<file path="src/rtl/xbus_pkg.sv">
package xbus_pkg;

    localparam int PORT_W = 16;
    localparam int WORD_W = 32;

    typedef enum logic [1:0] {
        SZ_BYTE = 2'd0,
        SZ_WORD = 2'd1,
        SZ_LONG = 2'd2
    } xfer_size_e;

    typedef enum logic [1:0] {
        ARB_OWN     = 2'd0,
        ARB_FLOAT   = 2'd1,
        ARB_HANDED  = 2'd2,
        ARB_RECLAIM = 2'd3
    } arb_state_e;

    // Engine sequencing state for one logical cycle.
    typedef struct packed {
        logic       busy;
        logic       t2;
        logic       writing;
        logic       lock_pend;
        logic [1:0] beat;
        logic [1:0] last;
    } seq_state_t;

    // Index of the final access of a request.
    function automatic logic [1:0] last_beat(input logic [1:0] size, input logic narrow);
        if (narrow) begin
            case (size)
                SZ_BYTE: return 2'd0;
                SZ_WORD: return 2'd1;
                default: return 2'd3;
            endcase
        end
        return (size == SZ_BYTE || size == SZ_WORD) ? 2'd0 : 2'd1;
    endfunction

    // Byte offset of access 'beat' from the base address.
    function automatic logic [2:0] beat_offset(input logic [1:0] beat, input logic narrow);
        return narrow ? {1'b0, beat} : {beat, 1'b0};
    endfunction

    // Data placed on the port for access with 'rem' accesses still to follow.
    function automatic logic [PORT_W-1:0] lane_data(input logic [WORD_W-1:0] wd,
                                                   input logic [1:0] size,
                                                   input logic narrow,
                                                   input logic [1:0] rem);
        logic [WORD_W-1:0] sh;
        logic [7:0]        b;
        sh = wd >> (8 * rem);
        b  = narrow ? sh[7:0] : wd[7:0];
        if (narrow || size == SZ_BYTE) return {b, b};
        if (size == SZ_LONG && rem == 2'd1) return wd[31:16];
        return wd[15:0];
    endfunction

    // Lane enables {upper, lower}.
    function automatic logic [1:0] lane_enable(input logic narrow, input logic [1:0] size,
                                               input logic a0);
        if (narrow) return 2'b01;
        if (size == SZ_BYTE) return a0 ? 2'b01 : 2'b10;
        return 2'b11;
    endfunction

    // Fold one access's read data into the accumulator, big-endian.
    function automatic logic [WORD_W-1:0] merge_read(input logic [WORD_W-1:0] acc,
                                                    input logic [PORT_W-1:0] din,
                                                    input logic narrow,
                                                    input logic [1:0] size,
                                                    input logic a0);
        if (narrow) return {acc[23:0], din[7:0]};
        if (size == SZ_BYTE) return {24'h0, (a0 ? din[7:0] : din[15:8])};
        return {acc[15:0], din};
    endfunction

endpackage

</file>
<file path="src/rtl/xbus_sync.sv">
module xbus_sync #(
    parameter int STAGES = 2
) (
    input  logic clk,
    input  logic rst,
    input  logic async_n,
    output logic req_o
);
    logic [STAGES-1:0] chain;

    always_ff @(posedge clk) begin
        if (rst) chain <= '1;
        else     chain <= {chain[STAGES-2:0], async_n};
    end

    assign req_o = ~chain[STAGES-1];
endmodule

</file>
<file path="src/rtl/xbus_arbiter.sv">
module xbus_arbiter
    import xbus_pkg::*;
(
    input  logic       clk,
    input  logic       rst,
    input  logic       breq_s,
    input  logic       eng_idle,
    output arb_state_e state_o,
    output logic       own_o,
    output logic       back_n_o
);
    arb_state_e state, nxt;

    always_comb begin
        nxt = state;
        case (state)
            ARB_OWN:     if (breq_s && eng_idle) nxt = ARB_FLOAT;
            ARB_FLOAT:   nxt = ARB_HANDED;
            ARB_HANDED:  if (!breq_s) nxt = ARB_RECLAIM;
            ARB_RECLAIM: nxt = ARB_OWN;
            default:     nxt = ARB_OWN;
        endcase
    end

    always_ff @(posedge clk) begin
        if (rst) state <= ARB_OWN;
        else     state <= nxt;
    end

    assign state_o  = state;
    assign own_o    = (state == ARB_OWN);
    assign back_n_o = (state != ARB_HANDED);


    handed_via_float_chk: assert property (@(posedge clk) disable iff (rst)
        $rose(state == ARB_HANDED) |-> $past(state) == ARB_FLOAT);
endmodule

</file>
<file path="src/rtl/xbus_engine.sv">
module xbus_engine
    import xbus_pkg::*;
#(
    parameter int AW         = 16,
    parameter int NARROW_BIT = 15
) (
    input  logic              clk,
    input  logic              rst,
    input  logic              grant_ok,
    input  logic              req_valid,
    output logic              req_ready,
    input  logic              req_write,
    input  logic              req_lock,
    input  logic [1:0]        req_size,
    input  logic [AW-1:0]     req_addr,
    input  logic [WORD_W-1:0] req_wdata,
    output logic              idle_o,
    input  logic [PORT_W-1:0] ext_din,
    output logic              strb_rd,
    output logic              strb_wr,
    output logic [AW-1:0]     beat_addr,
    output logic [PORT_W-1:0] beat_data,
    output logic [1:0]        beat_be,
    output logic              rsp_valid,
    output logic [WORD_W-1:0] rsp_rdata
);
    seq_state_t        st;
    logic [1:0]        size_q;
    logic              narrow_q;
    logic [AW-1:0]     base_q;
    logic [WORD_W-1:0] wdata_q;
    logic [WORD_W-1:0] acc;
    logic [WORD_W-1:0] merged;
    logic              accept;

    assign req_ready = !st.busy && grant_ok;
    assign accept    = req_valid && req_ready;
    assign idle_o    = !st.busy;

    assign beat_addr = base_q + AW'(beat_offset(st.beat, narrow_q));
    assign beat_data = lane_data(wdata_q, size_q, narrow_q, st.last - st.beat);
    assign beat_be   = st.busy ? lane_enable(narrow_q, size_q, beat_addr[0]) : 2'b00;
    assign merged    = merge_read(acc, ext_din, narrow_q, size_q, beat_addr[0]);
    assign strb_rd   = st.busy && !st.writing;
    assign strb_wr   = st.busy && st.writing;

    always_ff @(posedge clk) begin
        if (rst) begin
            st        <= '0;
            size_q    <= '0;
            narrow_q  <= 1'b0;
            base_q    <= '0;
            wdata_q   <= '0;
            acc       <= '0;
            rsp_valid <= 1'b0;
            rsp_rdata <= '0;
        end else begin
            rsp_valid <= 1'b0;
            if (accept) begin
                st.busy      <= 1'b1;
                st.t2        <= 1'b0;
                st.beat      <= 2'd0;
                st.last      <= last_beat(req_size, req_addr[NARROW_BIT]);
                st.writing   <= req_write && !req_lock;
                st.lock_pend <= req_lock;
                size_q       <= req_size;
                narrow_q     <= req_addr[NARROW_BIT];
                base_q       <= req_addr;
                wdata_q      <= req_wdata;
                acc          <= '0;
            end else if (st.busy) begin
                if (!st.t2) begin
                    st.t2 <= 1'b1;
                end else begin
                    st.t2 <= 1'b0;
                    if (!st.writing) acc <= merged;
                    if (st.beat != st.last) begin
                        st.beat <= st.beat + 2'd1;
                    end else if (st.lock_pend) begin
                        st.lock_pend <= 1'b0;
                        st.writing   <= 1'b1;
                        st.beat      <= 2'd0;
                    end else begin
                        st.busy   <= 1'b0;
                        rsp_valid <= 1'b1;
                        rsp_rdata <= st.writing ? acc : merged;
                    end
                end
            end
        end
    end


    rsp_single_chk: assert property (@(posedge clk) disable iff (rst)
        rsp_valid |=> !rsp_valid);


    lock_order_chk: assert property (@(posedge clk) disable iff (rst)
        (st.busy && $past(st.busy) && $past(st.writing)) |-> st.writing);
endmodule

</file>
<file path="src/rtl/xbus_sequencer.sv">
module xbus_sequencer
    import xbus_pkg::*;
#(
    parameter int AW          = 16,
    parameter int NARROW_BIT  = 15,
    parameter int SYNC_STAGES = 2
) (
    input  logic              clk,
    input  logic              rst,
    input  logic              req_valid,
    output logic              req_ready,
    input  logic              req_write,
    input  logic              req_lock,
    input  logic [1:0]        req_size,
    input  logic [AW-1:0]     req_addr,
    input  logic [31:0]       req_wdata,
    output logic              rsp_valid,
    output logic [31:0]       rsp_rdata,
    output logic [AW-1:0]     ext_addr,
    output logic [15:0]       ext_dout,
    input  logic [15:0]       ext_din,
    output logic [1:0]        ext_be,
    output logic              ext_rd_n,
    output logic              ext_wr_n,
    output logic              ext_drive_en,
    output logic              ext_data_en,
    input  logic              ext_breq_n,
    output logic              ext_back_n
);
    logic       breq_s;
    logic       eng_idle;
    logic       own;
    logic       strb_rd;
    logic       strb_wr;
    arb_state_e arb_state;

    xbus_sync #(.STAGES(SYNC_STAGES)) u_sync (
        .clk     (clk),
        .rst     (rst),
        .async_n (ext_breq_n),
        .req_o   (breq_s)
    );

    xbus_arbiter u_arb (
        .clk      (clk),
        .rst      (rst),
        .breq_s   (breq_s),
        .eng_idle (eng_idle),
        .state_o  (arb_state),
        .own_o    (own),
        .back_n_o (ext_back_n)
    );

    xbus_engine #(.AW(AW), .NARROW_BIT(NARROW_BIT)) u_eng (
        .clk       (clk),
        .rst       (rst),
        .grant_ok  (own && !breq_s),
        .req_valid (req_valid),
        .req_ready (req_ready),
        .req_write (req_write),
        .req_lock  (req_lock),
        .req_size  (req_size),
        .req_addr  (req_addr),
        .req_wdata (req_wdata),
        .idle_o    (eng_idle),
        .ext_din   (ext_din),
        .strb_rd   (strb_rd),
        .strb_wr   (strb_wr),
        .beat_addr (ext_addr),
        .beat_data (ext_dout),
        .beat_be   (ext_be),
        .rsp_valid (rsp_valid),
        .rsp_rdata (rsp_rdata)
    );

    assign ext_rd_n     = !strb_rd;
    assign ext_wr_n     = !strb_wr;
    assign ext_drive_en = own;
    assign ext_data_en  = own && strb_wr;


    release_at_boundary_chk: assert property (@(posedge clk) disable iff (rst)
        (arb_state == ARB_FLOAT) |-> eng_idle);


    no_strobe_released_chk: assert property (@(posedge clk) disable iff (rst)
        !ext_drive_en |-> (ext_rd_n && ext_wr_n));


    stall_released_chk: assert property (@(posedge clk) disable iff (rst)
        !ext_drive_en |-> !req_ready);


    float_before_ack_chk: assert property (@(posedge clk) disable iff (rst)
        $fell(ext_back_n) |-> $past(!ext_drive_en));


    ack_off_before_drive_chk: assert property (@(posedge clk) disable iff (rst)
        $rose(ext_drive_en) |-> $past(ext_back_n));


    data_en_write_chk: assert property (@(posedge clk) disable iff (rst)
        ext_data_en |-> (!ext_wr_n && ext_drive_en));


    rsp_after_access_chk: assert property (@(posedge clk) disable iff (rst)
        rsp_valid |-> $past(!ext_rd_n || !ext_wr_n));
endmodule

</file>
<file path="config.mk">
export PLATFORM = sky130hd
export DESIGN_NAME = xbus_sequencer
export DESIGN_NICKNAME = d
export VERILOG_FILES = /design/src/rtl/xbus_pkg.sv /design/src/rtl/xbus_sync.sv /design/src/rtl/xbus_arbiter.sv /design/src/rtl/xbus_engine.sv /design/src/rtl/xbus_sequencer.sv
export SDC_FILE = /design/constraint.sdc
export NUM_CORES = 1
export LEC_CHECK = 0
export BUFFER_PORTS_ARGS = -buffer_cell sky130_fd_sc_hd__buf_4
export CAP_MARGIN = 20
export CORE_ASPECT_RATIO = 1.75
export CORE_UTILIZATION = 54
export DETAILED_ROUTE_END_ITERATION = 6
export HOLD_SLACK_MARGIN = 0.02
export PLACE_DENSITY = 0.81
export SYNTH_ARGS = -nofsm -noshare
export SYNTH_HDL_FRONTEND = slang
export SYNTH_SLANG_ARGS = --single-unit
</file>
<file path="constraint.sdc">
create_clock -name clk -period 3.2 [get_ports clk]
set_input_delay 0.64 -clock clk [delete_from_list [all_inputs] [get_ports clk]]
set_output_delay 0.64 -clock clk [all_outputs]
set_load 0.01 [all_outputs]
</file>
==> run summary, run 1 <==
largest family of logic cells by synthesized area: compound AO/OA/AOI/OAI gates
CTS tree: built
initial antenna violation count: 0
post-synthesis compound-gate area fraction: 24.1%
I/O Buffers: 144
Congestion Overflow GR: 0
CTS root buffer: clkbuf_16
Avg Cell Area, Syn: 8.79 sq um
yosys warns: 0
Relative slew margins: 32.0%
vias in the first global route: 5555
CTS max path bufs: 2
Synth Area in XOR/XNOR: 2.77%
multiplexer share of the synthesized area: 9.44%
dpl hpwl: 11.8 mm
post-synthesis simple-gate area fraction: 13.5%
max-cap viol count: 0
top cell type's share of synthesized area: 42.7%
area delta synth->final: 30.5%
CP most frequent cell: buf_4
TritonCTS sink count: 127
total track usage: 30.2%
hold_buf cts: 0
pin slew with the least headroom to its limit: 1010 ps
Vias/cell: 5.99
cell count after synthesis: 677
clk_lat worst skew: 420 ps
Lkg Pwr: 3.28 nW
ys async rst share: 0%
diode count: 0
area leader, netlist: dfxtp_1
Reg-to-Reg Start: u_eng.st[0]
post-synthesis sequential area ratio: 42.7%
CTS buffer count: 17
die area: 0.0115 sq mm
fmax: 0.320 GHz
Arr. time, crit path: 2480 ps
final net count: 882
Final ANT Viol Nets: 0
Critical Path End Type: output port
FP Rows: 50
Post-Route Setup TNS: 0 ps
CP max FO: 39
routed via count: 5660
cell area power density: 733 mW/mm^2
crit share post-route: 97.5%
final worst slack: 78.7 ps
status: completed
number of enable flip-flop cells after synthesis: 0
largest net degree at the start of global routing: 42
Initial Utilization: 55.6%
post-synthesis adder-cell area fraction: 1.81%
Mapped Area: 0.00595 sq mm
Core Area: 0.0107 sq mm
Ports: 145
final WL: 16.9 mm
count leader, synth: dfxtp_1
initial drt markers: 360
Die X: 81.4 um
Worst Skew: 10.1 ps
number of H-tree levels: 4
Worst Hold Class: in -> reg
kind of start point of the critical path: flip-flop
Synth area leaders: dfxtp_1, nand2_1, a21oi_1, mux2i_1, mux4_1
Worst VDD drop: 0.000452 V
die height: 141 um
Reg clk slew, reported paths: 50 ps
Post-synth top cells: dfxtp_1, nand2_1, a21oi_1, clkbuf_1, mux2i_1
DR DRC count: 0
CP top delay family: simple AND/OR/NAND/NOR gates
detailed-route wire length per cell: 17.9 um
unrepaired setup endpoints after global routing: true
Worst Setup SP: u_eng.narrow_q
Worst path max stage delay: 860 ps
Cell Chain, Critical Path: buf_4, nor3_1, a22oi_1, o21ai_0, buf_4
final hold violations: 0
GPL Wtd Cong: 0.856
post-synthesis cell type count: 48
DP Worst Slack: 468 ps
first-pass GRT wire length: 26.2 mm
post-CTS sizing: 0
CP required: 2560 ps
Slowest cell on crit path: nor3_1
Final Setup Violations: 0
Worst Path Buf+Inv: 2
Initial DRT Pass Iterations: 5
layout cells sized above 1: 26.3%
Most used DFF post-synth: dfxtp_1
post-synth net total: 757
Slew Limit Fails: 0
number of synthesized register bits: 127
crit path kind: reg -> out
crit path time final: 3120 ps
hold_sp: ext_breq_n
number of post-CTS setup repair buffers: 0
layout by cell type, fill, tap and decap left out, drive strengths merged, types with 3 or more instances in the layout:
cell type	netlist	routed
xnor2	7	7
inv	29	30
xor2	9	9
dfxtp	127	127
a22o	13	13
a221oi	16	16
a32o	9	9
or2	3	3
buf	6	160
ha	7	7
a211oi	11	11
o221a	9	9
clkbuf	48	21
mux2i	34	34
a211o	10	10
nor2b	3	3
o21ai	35	35
a221o	8	8
clkinv	0	5
nand2	120	120
nor2	20	20
nand4	4	4
nand3	6	6
a21oi	87	87
mux4	8	8
a22oi	10	10
nand2b	11	11
bufinv	0	4
nor3	5	5
final timing paths:
path,to,slack (ps),cells after the start
setup / recovery,ext_dout[1],80,5
hold / removal,u_sync.chain[0],410,2
setup reg to reg,u_eng.rsp_rdata[14],870,7
hold reg to reg,u_sync.chain[1],420,1
final cells by class:
type,count,area (sq um)
Timing Repair Buffer,160,1200
Clock inverter,11,180
Multi-Input combinational cell,467,3090
Tap cell,130,163
Sequential cell,127,2550
Clock buffer,21,470
Inverter,29,109
Fill cell,791,2930
per-layer routing:
layer / wire [um] / vias up / global-route usage (%) / share of wire [%]
met5: 0 / - / 0 / 0
met4: 927 / 0 / 19.5 / 5.5
met3: 885 / 74 / 7.83 / 5.2
met2: 9150 / 232 / 53.2 / 54
met1: 5940 / 2675 / 30.0 / 35
li1: - / 2679 / - / -
worst register-to-register path, cell delays in order (launching register included):
cell     delay (ps)
dfxtp_1         320
inv_1            60
ha_1            290
buf_4           210
nand3_1         550
nor2_1          300
buf_4           310
a32o_1          230
logic make-up after synthesis:
kind of cell	count (synthesis)
mux	43
xor+xnor	17
fa+ha+maj	8
compound gates	215
flops	127
simple gates	184
buf+inv	83
sequential cells by signal, summed over array words and instances (netlist names):
name             flops
u_eng.base_q        15
u_sync.chain         2
u_eng.rsp_valid      1
u_eng.acc           32
u_eng.size_q         2
u_eng.rsp_rdata     32
u_eng.st             8
u_eng.wdata_q       32
u_eng.narrow_q       1
u_arb.state_o        2
per-stage QoR:
stage	std cells	instance area [sq um]	power (mW)	utilization (%)	hold WS [ps]
after floorplan	677	5950	3.00	-	389
after global placement	912	7100	3.53	66.3	395
after detailed placement	912	7100	3.59	66.3	402
after CTS	944	7750	5.70	72.4	393
after global routing	945	7770	5.94	72.6	398
final	945	7770	5.69	72.6	411
power breakdown:
group / leakage, nW / switching, mW / internal (mW)
Sequential: 1.03 / 0.214 / 1.76
Combinational: 1.93 / 0.928 / 0.686
Clock: 0.314 / 0.725 / 1.37
Total: 3.28 / 1.87 / 3.82
Power figures use the tool's default switching activity.
==> run 2, diff against run 1 <==
--- a/config.mk
+++ b/config.mk
@@ -7,11 +7,11 @@
 export LEC_CHECK = 0
 export BUFFER_PORTS_ARGS = -buffer_cell sky130_fd_sc_hd__buf_4
 export CAP_MARGIN = 20
-export CORE_ASPECT_RATIO = 1.75
 export CORE_UTILIZATION = 54
 export DETAILED_ROUTE_END_ITERATION = 6
 export HOLD_SLACK_MARGIN = 0.02
-export PLACE_DENSITY = 0.81
+export PLACE_DENSITY = 0.85
+export SLEW_MARGIN = 25
 export SYNTH_ARGS = -nofsm -noshare
 export SYNTH_HDL_FRONTEND = slang
 export SYNTH_SLANG_ARGS = --single-unit
==> run summary, run 2 (same netlist as run 1, synthesis figures left out) <==
status: completed
DR DRC count: 0 (unchanged)
initial antenna violation count: 0 (unchanged)
kind of start point of the critical path: flip-flop
Congestion Overflow GR: 0 (unchanged)
final hold violations: 0 (unchanged)
clk_lat worst skew: 530 ps (+110 ps)
CP required: 2560 ps (about the same)
number of H-tree levels: 4 (unchanged)
cell area power density: 701 mW/mm^2 (-4.3%)
GPL Wtd Cong: 0.903 (+5.4%)
Largest regs: u_eng.acc (32), u_eng.rsp_rdata (32), u_eng.wdata_q (32)
Initial DRT Pass Iterations: 6 (+1)
CTS buffer count: 17 (unchanged)
diode count: 0 (unchanged)
Slew Limit Fails: 0 (unchanged)
CP max FO: 16 (-59%)
TritonCTS sink count: 127 (unchanged)
Worst VDD drop: 0.000718 V (+59%)
Critical Path End Type: output port
Final Setup Violations: 0 (unchanged)
Ports: 145 (unchanged)
Worst Path Buf+Inv: 2 (unchanged)
dpl hpwl: 10.4 mm (-11%)
multi-input logic area: 0.00320 sq mm (+3.5%)
max-cap viol count: 0 (unchanged)
Lkg Pwr: 3.23 nW (-1.5%)
crit path time final: 3180 ps (+55.2 ps)
Vias/cell: 5.96 (-0.53%)
total track usage: 28.3% (-1.9 points)
crit path kind: reg -> out
Worst path max stage delay: 510 ps (-350 ps)
CTS tree: built
largest net degree at the start of global routing: 74 (+76%)
most common cell after layout, fill and taps aside: buf_4
register area: 0.00255 sq mm (about the same)
Final ANT Viol Nets: 0 (unchanged)
Final Core Density: 74.1% (+1.5 points)
unrepaired setup endpoints after global routing: true
fmax: 0.315 GHz (-1.7%)
vias in the first global route: 5288 (-4.8%)
area delta synth->final: 30.7%
Reg clk slew, reported paths: 60 ps (about the same)
final WL: 16.1 mm (-4.9%)
Slowest cell on crit path: or4b_4
CP top delay family: simple AND/OR/NAND/NOR gates
I/O Buffers: 144 (unchanged)
Die X: 107 um (+31%)
Cell Chain, Critical Path: xor3_2, or4b_4, buf_12, mux2i_1, o21ai_1, buf_4
number of post-CTS setup repair buffers: 0 (unchanged)
routed via count: 5636 (-0.42%)
Worst Skew: 9.74 ps (-0.368 ps)
power consumption: 5.46 mW (-4.1%)
crit share post-route: 99.3% (+1.7 points)
Initial Utilization: 56.6% (+1.0 points)
pin slew with the least headroom to its limit: 964 ps (-49.1 ps)
detailed-route wire length per cell: 17.0 um (-5.0%)
FP Rows: 37 (-26%)
die height: 107 um (-24%)
layout cells sized above 1: 28.8% (+2.5 points)
final net count: 879 (-0.34%)
hold_buf cts: 0 (unchanged)
CTS max path bufs: 2 (unchanged)
initial drt markers: 479 (+33%)
most frequent cells in the layout: buf_4, dfxtp_1, nand2_1, a21oi_1, mux2i_1
Arr. time, crit path: 2540 ps (+60 ps)
Fill cells: 724 (-8.5%)
die area: 0.0114 sq mm (-0.15%)
first-pass GRT wire length: 25.5 mm (-2.7%)
Core Area: 0.0105 sq mm (-1.8%)
Worst Hold Class: in -> reg
Relative slew margins: 35.7% (+3.8 points)
CTS root buffer: clkbuf_8
run 2: worst paths after layout:
kind | endpoint | startpoint | cells past startpoint | slack (ps)
setup / recovery | ext_dout[9] | u_eng.st[3] | 6 | 20
hold / removal | u_sync.chain[0] | ext_breq_n | 2 | 300
setup reg to reg | u_eng.rsp_rdata[17] | u_eng.narrow_q | 5 | 870
hold reg to reg | u_sync.chain[1] | u_sync.chain[0] | 1 | 420
run 2: cell type report:
class                           instances  share of cell area, %
Multi-Input combinational cell        467                   41.1
Sequential cell                       127                   32.7
Timing Repair Buffer                  157                   15.4
Clock buffer                           19                   5.67
Tap cell                              136                   2.19
Clock inverter                         11                   1.51
Inverter                               29                   1.40
run 2: per-stage QoR:
step / instance area [sq um] / setup slack [ps] / TNS, ps / instances / hold slack, ps
floorplan: 5950 / 199 / 0 / 677 / 389
CTS: 7700 / 0.215 / 0 / 946 / 286
global route: 7780 / -42.4 / -232 / 946 / 283
global placement: 7100 / 486 / 0 / 916 / 396
finish: 7780 / 23.5 / 0 / 946 / 297
detailed placement: 7110 / 431 / 0 / 916 / 412
run 2: report_power, final:
group          switching (mW)  leakage (nW)  internal, mW
logic                   0.956          1.92         0.703
registers               0.217          1.03          1.76
clock network           0.687         0.275          1.13
total                    1.86          3.23          3.60
run 2: metal layers:
metal  wire length, um  vias up  global-route usage, %  share of wire, %
met2              7730      247                   45.9                48
met1              6830     2692                   36.0                42
met4               256        0                   11.5               1.6
li1                  -     2671                      -                 -
met5                 0        -                      0                 0
met3              1250       26                   6.87               7.8
run 2: timing repair:
item                                    4_1_cts  5_1_grt
pin swaps                                     0        0
gates resized for setup                      11       24
endpoints found under the setup margin       19       22
